--- src/rtl/epdma_pkg.sv ---
package epdma_pkg;

    localparam int EPDMA_NUM_EP   = 6;
    localparam int EPDMA_NUM_PAIR = EPDMA_NUM_EP / 2;
    localparam int EPDMA_SEL_W    = $clog2(EPDMA_NUM_EP);
    localparam int EPDMA_REG_W    = 8;

    // Field positions in the configuration write word
    localparam int EPDMA_EN_BIT   = 7;
    localparam int EPDMA_MODE_BIT = 3;
    localparam int EPDMA_SEL_LSB  = 0;

    typedef struct packed {
        logic                   en;
        logic                   warn_mode;
        logic [EPDMA_SEL_W-1:0] sel;
    } epdma_cfg_t;

    typedef struct packed {
        logic req;
    } epdma_req_t;

endpackage

--- src/rtl/epdma_cfg_reg.sv ---
module epdma_cfg_reg
    import epdma_pkg::*;
#(
    parameter int REG_W = EPDMA_REG_W
) (
    input  logic             clk,
    input  logic             rst_n,
    input  logic             cfg_we,
    input  logic [REG_W-1:0] cfg_wdata,
    output epdma_cfg_t       cfg_q
);

    epdma_cfg_t cfg_d;

    always_comb begin
        cfg_d = cfg_q;
        if (cfg_we) begin
            cfg_d.en        = cfg_wdata[EPDMA_EN_BIT];
            cfg_d.warn_mode = cfg_wdata[EPDMA_MODE_BIT];
            cfg_d.sel       = cfg_wdata[EPDMA_SEL_LSB +: EPDMA_SEL_W];
        end
    end

    always_ff @(posedge clk) begin
        if (!rst_n) begin
            cfg_q <= '0;
        end else begin
            cfg_q <= cfg_d;
        end
    end

endmodule

--- src/rtl/epdma_trig_mux.sv ---
module epdma_trig_mux
    import epdma_pkg::*;
#(
    parameter int NUM_EP = EPDMA_NUM_EP
) (
    input  epdma_cfg_t          cfg,
    input  logic [NUM_EP/2-1:0] tx_done,
    input  logic [NUM_EP/2-1:0] rx_last,
    input  logic [NUM_EP-1:0]   fifo_warn,
    output logic                sel_ok,
    output logic                compl_evt,
    output logic                warn_lvl
);

    localparam int NUM_PAIR = NUM_EP / 2;

    // Completion event per endpoint:
    // even index = transmit endpoint, odd index = receive endpoint.
    logic [NUM_EP-1:0] done_vec;

    for (genvar k = 0; k < NUM_PAIR; k++) begin : g_pair
        assign done_vec[2*k]   = tx_done[k];
        assign done_vec[2*k+1] = rx_last[k];
    end

    always_comb begin
        sel_ok    = 1'b0;
        compl_evt = 1'b0;
        warn_lvl  = 1'b0;
        for (int i = 0; i < NUM_EP; i++) begin
            if (cfg.sel == EPDMA_SEL_W'(i)) begin
                sel_ok    = 1'b1;
                compl_evt = done_vec[i];
                warn_lvl  = fifo_warn[i];
            end
        end
    end

endmodule

--- src/rtl/epdma_req_ctl.sv ---
module epdma_req_ctl
    import epdma_pkg::*;
(
    input  logic       clk,
    input  logic       rst_n,
    input  epdma_cfg_t cfg,
    input  logic       cfg_we,
    input  logic       sel_ok,
    input  logic       compl_evt,
    input  logic       warn_lvl,
    input  logic       dma_ack,
    output logic       req
);

    epdma_req_t st_d, st_q;

    always_comb begin
        st_d = st_q;
        if (cfg_we || !cfg.en || !sel_ok) begin
            st_d.req = 1'b0;
        end else if (cfg.warn_mode) begin
            st_d.req = warn_lvl;
        end else if (compl_evt) begin
            st_d.req = 1'b1;
        end else if (dma_ack) begin
            st_d.req = 1'b0;
        end
    end

    always_ff @(posedge clk) begin
        if (!rst_n) begin
            st_q <= '0;
        end else begin
            st_q <= st_d;
        end
    end

    assign req = st_q.req;

endmodule

--- src/rtl/ep_dma_req_sel.sv ---
module ep_dma_req_sel
    import epdma_pkg::*;
#(
    parameter int NUM_EP = EPDMA_NUM_EP,
    parameter int REG_W  = EPDMA_REG_W
) (
    input  logic                clk,
    input  logic                rst_n,
    input  logic                cfg_we,
    input  logic [REG_W-1:0]    cfg_wdata,
    input  logic [NUM_EP/2-1:0] tx_done,
    input  logic [NUM_EP/2-1:0] rx_last,
    input  logic [NUM_EP-1:0]   fifo_warn,
    input  logic                dma_ack,
    output logic                dma_req
);

    epdma_cfg_t cfg_q;
    logic       sel_ok;
    logic       compl_evt;
    logic       warn_lvl;

    epdma_cfg_reg #(
        .REG_W(REG_W)
    ) u_cfg (
        .clk       (clk),
        .rst_n     (rst_n),
        .cfg_we    (cfg_we),
        .cfg_wdata (cfg_wdata),
        .cfg_q     (cfg_q)
    );

    epdma_trig_mux #(
        .NUM_EP(NUM_EP)
    ) u_mux (
        .cfg       (cfg_q),
        .tx_done   (tx_done),
        .rx_last   (rx_last),
        .fifo_warn (fifo_warn),
        .sel_ok    (sel_ok),
        .compl_evt (compl_evt),
        .warn_lvl  (warn_lvl)
    );

    epdma_req_ctl u_ctl (
        .clk       (clk),
        .rst_n     (rst_n),
        .cfg       (cfg_q),
        .cfg_we    (cfg_we),
        .sel_ok    (sel_ok),
        .compl_evt (compl_evt),
        .warn_lvl  (warn_lvl),
        .dma_ack   (dma_ack),
        .req       (dma_req)
    );

endmodule

--- config.mk ---
export PLATFORM = sky130hd
export DESIGN_NAME = ep_dma_req_sel
export DESIGN_NICKNAME = d
export VERILOG_FILES = /design/src/rtl/epdma_pkg.sv /design/src/rtl/epdma_cfg_reg.sv /design/src/rtl/epdma_trig_mux.sv /design/src/rtl/epdma_req_ctl.sv /design/src/rtl/ep_dma_req_sel.sv
export SDC_FILE = /design/constraint.sdc
export NUM_CORES = 1
export LEC_CHECK = 0
export ABC_AREA = 1
export BUFFER_PORTS_ARGS = -buffer_cell sky130_fd_sc_hd__buf_2
export CAP_MARGIN = 20
export CORE_AREA = 2 2 39 41
export DETAILED_ROUTE_END_ITERATION = 6
export DIE_AREA = 0 0 41 43
export PLACE_DENSITY = 0.56
export SYNTH_ARGS = -nofsm -noshare
export SYNTH_HDL_FRONTEND = slang
export SYNTH_SLANG_ARGS = --single-unit
--- constraint.sdc ---
create_clock -name clk -period 1.1 [get_ports clk]
set_input_delay 0 -clock clk [delete_from_list [all_inputs] [get_ports clk]]
set_output_delay 0 -clock clk [all_outputs]
set_load 0.01 [all_outputs]
# Word-level counts from Yosys, hierarchy flattened
# Index checks and enable logic that the tools add are counted.
[word_totals] reg_bits=6 in_bits=24 output_inout_bits=1 wordCells=38
[op_classes] eq_ne=5 muxes=21 bitwise_logic=1 n_reduce_logical=7
[ops] cell="$mux W1" count=21
[ops] cell="$eq A3 B2 Y1 const B" count=2
[ops] cell="$eq A3 B3 Y1 const B" count=2
[ops] cell="$eq A3 B1 Y1 const B" count=1
[ops] cell="$logic_not A3 Y1" count=1
[ops] cell="$reduce_bool A3 Y1" count=1
[ops] cell="$logic_not A1 Y1" count=2
[ops] cell="$logic_or A1 B1 Y1" count=2
[ops] cell="$reduce_or A2 Y1" count=1
[ops] cell="$not A1 Y1" count=1

# Depth between registers and ports, before layout
# Gate-level depths: netlist of the first run.
[logic_depth] depth_word=10 ltp_mapped=8 ltp_nobuf=7

# Hierarchy
# Synthesis of the first run repeated with hierarchy kept, for this count alone.
[hier_totals] hier_cells=74 area_unflattened_um2=417.9
[by_module_without_submodules] module="epdma_cfg_reg" instances=1 cells_each=31 area_per_inst_um2=205.2 seq_area_each_um2=100.1
[by_module_without_submodules] module="epdma_trig_mux" instances=1 cells_each=28 area_per_inst_um2=136.4 seq_area_each_um2=0.0
[by_module_without_submodules] module="epdma_req_ctl" instances=1 cells_each=15 area_per_inst_um2=76.3 seq_area_each_um2=20.0

# Worst setup path before layout of the first run
# Ideal clock, no wire load.
[synth_timing] path_kind="reg-to-reg" from="register, netlist name u_cfg.cfg_q[1]" to="register u_ctl.st_q (netlist: u_ctl.req)" setup_ps=113 t_arrival_ps=845 setup_slack_ps=143 stages_incl_launch_ff=8 path_buffers=0 cell_sequence="dfxtp_1 > inv_2 > nand4_1 > nand2_1 > nand2_1 > nand3_1 > nor2_1 > nor2_1"
[synth_between] elab_chain_len=10 elab_cells_between_ends=30 cone_classes="eq/ne: 5; mux: 20; reduce/logical: 5"
[synth_lines] element="$logic_not A3 Y1" line="epdma_trig_mux.sv:31" source="if (cfg.sel == EPDMA_SEL_W'(i)) begin"
[synth_lines] element="$mux W1 (6 in series)" line="epdma_trig_mux.sv:31"
[synth_lines] element="$logic_not A1 Y1" line="epdma_req_ctl.sv:19" source="if (cfg_we || !cfg.en || !sel_ok) begin"
[synth_lines] element="$logic_or A1 B1 Y1" line="epdma_req_ctl.sv:19"
[synth_lines] element="$reduce_or A2 Y1 (no source line)"
[synth_lines] element="to (signal assigned)" line="epdma_req_ctl.sv:34" source="st_q <= st_d;"
[synth_lines] element="to (decl)" line="epdma_req_ctl.sv:15" source="epdma_req_t st_d, st_q;"
# Parallel ways exist; a longest one is shown, timed or not.
# A chain may end at the register's enable or synchronous reset.

# Final worst setup path of the first run
[layout_timing] from="register, netlist name u_cfg.cfg_q[1]" to="register u_ctl.st_q (netlist: u_ctl.req)"
[layout_between] elab_chain_len=10 elab_cells_between_ends=30 cone_classes="eq/ne: 5; mux: 20; reduce/logical: 5"
[layout_lines] element="$logic_not A3 Y1" line="epdma_trig_mux.sv:31"
[layout_lines] element="$mux W1 (6 in series)" line="epdma_trig_mux.sv:31"
[layout_lines] element="$logic_not A1 Y1" line="epdma_req_ctl.sv:19"
[layout_lines] element="$logic_or A1 B1 Y1" line="epdma_req_ctl.sv:19"
[layout_lines] element="$reduce_or A2 Y1 (no source line)"
# Parallel ways exist; a longest one is shown, timed or not.

==> summary.md, run 1 <==
| Metric | Value |
|---|---|
| Status | `complete, no violations` |
| Critical path type | `reg -> reg` |
| Setup slack, reg-to-reg | `between 0.07 and 0.08 ns` |
| Worst-path fanout max | `8` |
| Max Slew Vio Count | `0` |
| Critical path endpoint | `u_ctl.req` |
| Layout cells sized above 1 | `0.3953` |
| Die height | `around 43 um` |
| Pin slew with the least headroom to its limit | `approximately 0.18 ns` |
| Max_slew headroom | `0.8787` |
| Clock Tree Buf Depth | `2` |
| GRT Total Usage | `0.1085` |
| Hold Crit Class | `in -> reg` |
| Post-Route WL | `between 900 and 1000 um` |
| Sequential Power Share | `0.429` |
| Cells after Synth | `between 50 and 60` |
| Sw power | `approximately 150 uW` |
| Initial Util | `0.2604` |
| Hold Vio Cnt, Final | `0` |
| 1st-pass router iterations | `4` |
| Critical Path Start Type | `flip-flop` |
| Setup ws final | `0.07675 ns` |
| Via count | `around 460` |
| CP Cell Sequence | `inv_2 -> nand4_1 -> nand2_1 -> nand2_1 -> nand3_1 -> nor2_1 -> nor2_1` |
| Syn Area/Cell | `around 6.3 um^2` |
| Final min period | `roughly 1 ns` |
| Post-synthesis xor/xnor area fraction | `0` |
| Final setup viols | `0` |
| Mapped Area | `360.3 um^2` |
| Initial antenna violation count | `0` |
| Critical Path Start | `u_cfg.cfg_q[1]` |
| Die Width | `about 40 um` |
| Instance count on the critical path | `7` |
| Fraction of the mapped netlist area in adder cells | `0` |
| TritonCTS clock tree | `built` |
| Clk_skew | `0.002643 ns` |
| Reg2reg end | `u_ctl.req` |
| Vias in the first global route | `365` |
| Root Driver | `clkbuf_4` |
| Worst vdd ir | `around 0.36 mV` |
| Routability cong. | `about 0.62` |
| # DRC | `0` |
| Gr ovfl total | `0` |
| Reg2reg start | `u_cfg.cfg_q[1]` |
| Sw Share | `0.2617` |
| CTS H-Tree Depth | `1` |
| Post-place setup slack | `-0.007882 ns` |
| Die area | `1763 um^2` |
| FF-to-FF path depth | `7` |
| Register bit total from synthesis | `6` |
| Sequential area share after synthesis | `0.3333` |
| # diodes | `0` |
| Port bufs | `21` |
| Power Internal | `425.9 uW` |
| Combinational Power Share | `0.231` |
| Syn nets | `81` |
| Hold slack final | `~0.023 ns` |
| Most common library cells after synthesis | `nand2_1 (13), nor2_1 (10), dfxtp_1 (6), o21ai_0 (6)` |
| Final net count | `112` |
| CTS sink cnt | `6` |
| P&R area growth vs syn | `57.29%` |
| Fillers | `between 150 and 200` |
| Routed WL per cell | `~9.1 um` |
| Overall Power | `576.8 uW` |
| Row cnt | `14` |
| Layout Cells excl Fill | `between 100 and 150` |
| P_leak | `about 0.29 nW` |
| Placed instance area | `between 400 and 500 um^2` |
| Num ports | `25` |
| Pin count of the biggest net entering global routing | `9` |
| Arr. time, crit path | `1.15 ns` |
| Max Cap Viol | `0` |
| Slowest CP cell | `dfxtp_2` |
| Simple-gate share of the synthesized area | `0.3958` |
| CTS buffer count | `3` |
| Drt via density | `about 4.5` |
| Max incr delay on CP | `around 0.42 ns` |
| Setup bufs post-CTS | `0` |
| Largest family of logic cells by synthesized area | `simple AND/OR/NAND/NOR gates` |
| Clk pwr share | `0.340` |
| First-pass GRT wire length | `1297 um` |
| Synth warn | `0` |
| Final ANT Viol Nets | `0` |
| Max Freq | `between 900 and 1000 MHz` |
| Post-synthesis compound-gate area fraction | `0.1667` |
| Iteration-0 DRC Markers | `7` |
| Synth top area cells | `dfxtp_1 (33%), nand2_1 (14%), nor2_1 (10%)` |
| Delay-heaviest family, CP | `flip-flops` |
| Distinct cells, synth | `12` |
| Worst skew pair latency | `~0.24 ns` |
| Dpl cells | `96` |
| Synth area leader | `dfxtp_1` |
| Crit path required time | `about 1.2 ns` |
| Top-area cell type share of the netlist area | `0.3333` |
| Top FF cell, synth | `dfxtp_1` |
| Element type at the critical path end | `flip-flop` |
| RSZ-0062 raised after global routing | `no` |
| Post-synth EDFFs | `0` |
| Dominant cell by count in the synthesized netlist | `nand2_1` |
| CP bufs+invs | `1` |
| Clock slew at reported path FFs | `0.04 ns` |
| Pwr dens | `1018 nW/um^2` |
| Hpwl dp | `~740 um` |
| Design area | `roughly 570 um^2` |
| FFs w/ async S/R, synth | `0` |
| Period utilisation layout | `0.9302` |
| Core Area | `between 1000 and 1500 um^2` |
| Mux share of post-synthesis cell area | `0` |
[repair_timing]
action	in CTS	in global routing
gates cloned	0	0
endpoints found under the setup margin	1	1
gates resized for setup	1	5
hold endpoints to repair	3	0
hold buffers	3	0
[through the flow]
stage / utilization / TNS (ns)
after floorplan: - / 0
after detailed placement: 0.3590 / -0.007882
final: 0.4096 / 0
after global routing: 0.4096 / 0
after CTS: 0.3978 / 0
after global placement: 0.3590 / 0
[layout make-up]
| type | count | area [um^2] | share of cell area |
|---|---|---|---|
| timing repair buffer | 27 | 161.4 | 0.2848 |
| inverter | 7 | 26.28 | 0.04636 |
| tap | 16 | 20.02 | 0.03532 |
| clock buffer | 3 | 22.52 | 0.03974 |
| multi-input combinational | 43 | 214.0 | 0.3775 |
| sequential | 6 | 122.6 | 0.2163 |
[kinds of logic after synthesis]
family / Yosys count
simple gates: 32
buf+inv: 8
flops: 6
compound gates: 11
[state kept, by name (all words and copies together) (netlist names)]
signal       flops
u_ctl.req        1
u_cfg.cfg_q      5
[layout by cell type, fill, tap and decap left out]
master	instances
nand2_1	13
a21oi_1	3
nor3_4	1
dfxtp_2	2
buf_6	1
nand4_1	5
buf_2	21
inv_2	2
dfxtp_1	4
nor2_2	2
dlygate4sd3_1	3
o21ai_0	6
o211ai_1	2
clkbuf_4	3
nand3_1	3
buf_4	2
inv_1	5
nor2_1	8
[power groups by stage]
stage                     registers (mW)  clock network, mW  logic [mW]
after global routing               0.250              0.222       0.149
after global placement             0.248                  0       0.119
after floorplan                    0.246                  0      0.0642
final                              0.248              0.196       0.133
after detailed placement           0.248                  0       0.120
after CTS                          0.245              0.204       0.129
[worst register-to-register path, stage by stage (launching register included)]
cell and delay (ns):
dfxtp_2 0.42, inv_2 0.09, nand4_1 0.09, nand2_1 0.05, nand2_1 0.06, nand3_1 0.06, nor2_1 0.09, nor2_1 0.05
[layer usage]
layer / vias to the layer above / GRT usage / wire length [um]
met5: - / 0 / 0
met2: 18 / 0.1781 / 441
met3: 0 / 0.01571 / 82
li1: 251 / - / -
met1: 189 / 0.1161 / 406
met4: 0 / 0.08000 / 0
[how the worst min path moves through the flow]
stage | slack [ns] | cells after the start | from | end
after global placement | 0.23 | 3 | cfg_wdata[0] | u_cfg.cfg_q[0]
after floorplan | 0.13 | 2 | cfg_we | u_cfg.cfg_q[4]
after CTS | 0.02 | 3 | cfg_we | u_cfg.cfg_q[4]
after detailed placement | 0.23 | 3 | cfg_wdata[0] | u_cfg.cfg_q[0]
after global routing | 0.04 | 3 | cfg_we | u_cfg.cfg_q[4]
final | 0.02 | 3 | cfg_we | u_cfg.cfg_q[4]
Power figures use the tool's default switching activity.
==> run 2, diff against run 1 <==
--- a/config.mk
+++ b/config.mk
@@ -11,7 +11,6 @@
 export CORE_AREA = 2 2 39 41
 export DETAILED_ROUTE_END_ITERATION = 6
 export DIE_AREA = 0 0 41 43
-export PLACE_DENSITY = 0.56
 export SYNTH_ARGS = -nofsm -noshare
 export SYNTH_HDL_FRONTEND = slang
 export SYNTH_SLANG_ARGS = --single-unit
==> summary.md, run 2 (synthesis results as in run 1) <==
| Metric | Value |
|---|---|
| Cells on Worst Hold Path | `3` |
| CTS sink cnt | `6` |
| Drt via density | `4.343` |
| Min-delay src | `cfg_we` |
| Clock Tree Buf Depth | `2` |
| Slowest CP cell | `dfxtp_2` |
| Combinational Power Share | `0.218` |
| Final ANT Viol Nets | `0` |
| Final min period | `0.9801 ns` |
| P_leak | `between 0.2 and 0.3 nW` |
| Power Internal | `approximately 420 uW` |
| CP Cell Sequence | `buf_4 -> nand4_1 -> nand2_1 -> nand2_1 -> nand3_1 -> nor2_1 -> nor2_1` |
| Hold Vio Cnt, Final | `0` |
| Max Freq | `between 1000 and 1500 MHz` |
| CTS H-Tree Depth | `1` |
| TritonCTS clock tree | `built` |
| CP bufs+invs | `1` |
| Max reg flops | `5` |
| Routability cong. | `0.6550` |
| Most frequent cells in the layout | `buf_2 (21), nand2_1 (13), nor2_1 (10)` |
| Hold Crit Class | `in -> reg` |
| Reg2reg end | `u_ctl.req` |
| Max Cap Viol | `0` |
| Num ports | `25` |
| Port bufs | `21` |
| 1st-pass router iterations | `4` |
| Via count | `approximately 440` |
| TNS Setup | `0 ns` |
| Worst-path fanout max | `7` |
| First-pass GRT wire length | `1186 um` |
| P&R area growth vs syn | `53.12%` |
| Final net count | `about 110` |
| Worst skew pair latency | `between 0.2 and 0.25 ns` |
| Arr. time, crit path | `between 1 and 1.5 ns` |
| Max_slew headroom | `0.8781` |
| Setup slack, reg-to-reg | `between 0.1 and 0.15 ns` |
| Critical path type | `reg -> reg` |
| Vias in the first global route | `~320` |
| Layout cells sized above 1 | `0.3721` |
| # DRC | `0` |
| Final setup viols | `0` |
| Delay-heaviest family, CP | `simple AND/OR/NAND/NOR gates` |
| Sw Share | `0.2542` |
| Routed WL per cell | `about 8.4 um` |
| Crit path required time | `1.23 ns` |
| Die height | `between 40 and 50 um` |
| Fillers | `roughly 150` |
| Clk_skew | `~0.0016 ns` |
| Reg2reg start | `u_cfg.cfg_q[0]` |
| Iteration-0 DRC Markers | `10` |
| Die area | `around 1800 um^2` |
| Clock slew at reported path FFs | `roughly 0.040 ns` |
| Sw power | `143.8 uW` |
| Placed instance area | `approximately 500 um^2` |
| # diodes | `0` |
| Initial antenna violation count | `0` |
| Max Slew Vio Count | `0` |
| WHS Endpoint | `u_cfg.cfg_q[4]` |
| Root Driver | `clkbuf_4` |
| Core Area | `around 1400 um^2` |
| Initial Util | `0.2604` |
| Element type at the critical path end | `flip-flop` |
| Max incr delay on CP | `around 0.35 ns` |
| Worst vdd ir | `about 0.54 mV` |
| Critical Path Start Type | `flip-flop` |
| Pin count of the biggest net entering global routing | `9` |
| Hold slack final | `~0.014 ns` |
| Gr ovfl total | `0` |
| Commonest non-fill, non-tap cell in the layout | `buf_2` |
| Period utilisation layout | `0.8910` |
| GRT Total Usage | `0.1026` |
| Row cnt | `14` |
| RSZ-0062 raised after global routing | `no` |
| Pwr dens | `just over 1000 nW/um^2` |
| CTS buffer count | `3` |
| Pin slew with the least headroom to its limit | `around 0.18 ns` |
| FF-to-FF path depth | `7` |
| Die Width | `around 41 um` |
| Clk pwr share | `0.344` |
| Post-Route WL | `roughly 860 um` |
| Hpwl dp | `~700 um` |
| Status | `complete, no violations` |
| Sequential Power Share | `0.438` |
| Most flop-heavy register | `u_cfg.cfg_q` |
| Design area | `about 550 um^2` |
==> run 2: worst max-delay path by stage <==
stage                               from  cells past startpoint        end
after floorplan           u_cfg.cfg_q[1]                      7  u_ctl.req
after global placement    u_cfg.cfg_q[1]                      7  u_ctl.req
after detailed placement  u_cfg.cfg_q[1]                      7  u_ctl.req
after CTS                 u_cfg.cfg_q[1]                      7  u_ctl.req
after global routing      u_cfg.cfg_q[1]                      7  u_ctl.req
final                     u_cfg.cfg_q[0]                      7  u_ctl.req
==> run 2: power by group through the flow <==
stage	logic [mW]	registers [mW]	clock network [mW]
2_1_floorplan	0.0642	0.246	0
3_3_place_gp	0.116	0.250	0
3_5_place_dp	0.116	0.251	0
4_1_cts	0.124	0.247	0.201
5_1_grt	0.141	0.249	0.216
6_report	0.124	0.248	0.194
==> run 2: area by class of cell <==
type,instances,area (um^2),area share
Sequential cell,6,122.6,0.2222
Inverter,7,26.28,0.04762
Tap cell,16,20.02,0.03628
Multi-Input combinational cell,43,202.7,0.3673
Clock buffer,3,22.52,0.04082
Timing Repair Buffer,27,157.7,0.2857
==> run 2: worst register-to-register path: stages, from the launching register on <==
cell     delay (ns)
dfxtp_2        0.35
buf_4          0.14
nand4_1        0.08
nand2_1        0.05
nand2_1        0.05
nand3_1        0.07
nor2_1         0.09
nor2_1         0.05
==> run 2: metrics by stage <==
stage,std cells,worst slack (ns),power (mW),util
after global routing,102,0.001684,0.6061,0.3987
after CTS,102,0.003922,0.5723,0.3969
after floorplan,57,0.1426,0.3103,-
final,102,0.1199,0.5658,0.3987
after detailed placement,96,0.005452,0.3665,0.3590
after global placement,96,0.003410,0.3660,0.3590
==> run 2: what timing repair did <==
| item | 4_1_cts | 5_1_grt |
|---|---|---|
| setup buffers | 0 | 0 |
| resized for setup | 0 | 2 |
| endpoints found under the setup margin | 0 | 1 |
| hold endpoints to repair | 3 | 0 |
| hold buffers | 3 | 0 |
==> run 2: metal layers <==
layer | wire (um) | GRT usage | up-vias
li1 | - | - | 250
met1 | 431 | 0.1359 | 176
met2 | 358 | 0.1313 | 17
met3 | 66 | 0.03141 | 0
met4 | 0 | 0.08000 | 0
met5 | 0 | 0 | -
==> run 3, diff against run 2 <==
--- a/config.mk
+++ b/config.mk
@@ -8,9 +8,9 @@
 export ABC_AREA = 1
 export BUFFER_PORTS_ARGS = -buffer_cell sky130_fd_sc_hd__buf_2
 export CAP_MARGIN = 20
-export CORE_AREA = 2 2 39 41
+export CORE_AREA = 10 10 47 49
 export DETAILED_ROUTE_END_ITERATION = 6
-export DIE_AREA = 0 0 41 43
+export DIE_AREA = 0 0 57 59
 export SYNTH_ARGS = -nofsm -noshare
 export SYNTH_HDL_FRONTEND = slang
 export SYNTH_SLANG_ARGS = --single-unit
==> constraint.sdc (replaced) <==
create_clock -name clk -period 0.8 [get_ports clk]
set_input_delay 0 -clock clk [delete_from_list [all_inputs] [get_ports clk]]
set_output_delay 0 -clock clk [all_outputs]
set_load 0.01 [all_outputs]
==> summary.md, run 3 (synthesis results as in run 1) <==
| Metric | Value |
|---|---|
| Pin slew with the least headroom to its limit | `approximately 0.22 ns` |
| Drt via density | `~4.5` |
| TritonCTS clock tree | `built` |
| Clk_skew | `around 0.0057 ns` |
| Max_slew headroom | `0.8514` |
| Setup ws final | `-0.2115 ns` |
| Final net count | `117` |
| Routed WL per cell | `11.53 um` |
| Routability cong. | `roughly 0.7` |
| Gr ovfl total | `0` |
| Final ANT Viol Nets | `0` |
| # DRC | `0` |
| P&R area growth vs syn | `76.74%` |
| Max Freq | `just under 1000 MHz` |
| Design area | `636.9 um^2` |
| Max reg flops | `5` |
| Port bufs | `21` |
| # diodes | `0` |
| Worst vdd ir | `approximately 0.65 mV` |
| Final setup viols | `2` |
| Layout cells sized above 1 | `0.4565` |
| Vias in the first global route | `533` |
| CTS sink cnt | `6` |
| Element type at the critical path end | `flip-flop` |
| Hpwl dp | `between 900 and 1000 um` |
| Die area | `3363 um^2` |
| Worst skew pair latency | `between 0.2 and 0.3 ns` |
| Iteration-0 DRC Markers | `7` |
| Critical Path Start Type | `flip-flop` |
| RSZ-0062 raised after global routing | `yes` |
| 1st-pass router iterations | `3` |
| Die height | `a little under 60 um` |
| Core Area | `1401 um^2` |
| CTS H-Tree Depth | `1` |
| Most frequent cells in the layout | `buf_2 (21), nand2_1 (13), nor2_1 (9)` |
| Row cnt | `14` |
| Most flop-heavy register | `u_cfg.cfg_q` |
| Hold Vio Cnt, Final | `0` |
| Arr. time, crit path | `1.15 ns` |
| GRT Total Usage | `0.08131` |
| Clock slew at reported path FFs | `~0.050 ns` |
| P_leak | `around 0.32 nW` |
| Failing checks | `setup timing` |
| Placed instance area | `between 500 and 600 um^2` |
| Initial Util | `0.2571` |
| Worst-path fanout max | `5` |
| Commonest non-fill, non-tap cell in the layout | `buf_2` |
| CTS buffer count | `3` |
| Overall Power | `876.6 uW` |
| Reg area | `approximately 130 um^2` |
| Crit path required time | `roughly 0.94 ns` |
| Hold Crit Class | `in -> reg` |
| Num ports | `25` |
| Initial antenna violation count | `0` |
| Period utilisation layout | `1.264` |
| Clock Tree Buf Depth | `2` |
| Area of the multi-input gates | `roughly 230 um^2` |
| Final min period | `between 1 and 1.5 ns` |
| Status | `complete, but fails checks` |
| Max Slew Vio Count | `0` |
| Die Width | `approximately 57 um` |
| Core Util, Final | `0.4545` |
| Root Driver | `clkbuf_4` |
| Fillers | `~150` |
| Pin count of the biggest net entering global routing | `9` |
| Post-Route WL | `1245 um` |
| Pwr dens | `approximately 1400 nW/um^2` |
| First-pass GRT wire length | `around 2200 um` |
| Critical path type | `reg -> reg` |
| Max Cap Viol | `0` |
| Via count | `approximately 490` |
run 3: cell types whose count changed in the layout (fill, tap and decap cells not counted), sizes merged:
cell | before | now
buf | 24 | 29
clkbuf | 3 | 4
run 3: cell type report:
cell class	instances	share of cell area
Timing Repair Buffer	32	0.3183
Clock buffer	4	0.04126
Tap cell	16	0.03143
Sequential cell	6	0.2063
Multi-Input combinational cell	43	0.3576
Inverter	7	0.04519
run 3: layer usage:
layer	GRT usage	up-vias	routed length, um
li1	-	264	-
met1	0.08333	202	546
met2	0.1302	16	586
met3	0.03433	5	78
met4	0.06040	0	34
met5	0	-	0
run 3: what timing repair did:
| action | in CTS | in global routing |
|---|---|---|
| pin swaps | 7 | 1 |
| resized for setup | 4 | 4 |
| hold buffers | 3 | 0 |
| endpoints found under the setup margin | 2 | 4 |
| hold endpoints to repair | 3 | 0 |
| cloned | 0 | 0 |
| setup buffers | 3 | 0 |
run 3: stage by stage:
stage / worst slack (ns) / std cells / setup TNS [ns] / hold WS, ns
after floorplan: -0.1098 / 57 / -0.1098 / 0.1283
after global placement: -0.1896 / 98 / -0.1960 / 0.2231
after detailed placement: -0.2032 / 98 / -0.2032 / 0.2294
after CTS: -0.2204 / 108 / -0.3442 / 0.006308
after global routing: -0.3521 / 108 / -0.4670 / 0.02853
final: -0.2115 / 108 / -0.2766 / 0.008905
run 3: path summary, 6_finish.rpt:
check	cells past startpoint	to	slack (ns)	start
worst max register to register	6	u_ctl.req	-0.21	u_cfg.cfg_q[0]
worst min register to register	2	u_cfg.cfg_q[4]	0.48	u_cfg.cfg_q[4]
worst min-delay path	3	u_cfg.cfg_q[0]	0.009	rst_n
worst max-delay path	6	u_ctl.req	-0.21	u_cfg.cfg_q[0]
run 3: worst max-delay path, cell delays in order, from the launching register on:
cell and delay (ns):
dfxtp_4 0.36, buf_4 0.13, buf_4 0.13, nand4_1 0.08, nand2_1 0.06, nor2_1 0.10, nor2_1 0.05
run 3: power breakdown:
part | internal, mW | switching [mW] | leakage (nW)
combinational | 0.124 | 0.0950 | 0.251
clock | 0.190 | 0.123 | 0.0150
sequential | 0.316 | 0.0281 | 0.0514
total | 0.630 | 0.246 | 0.318
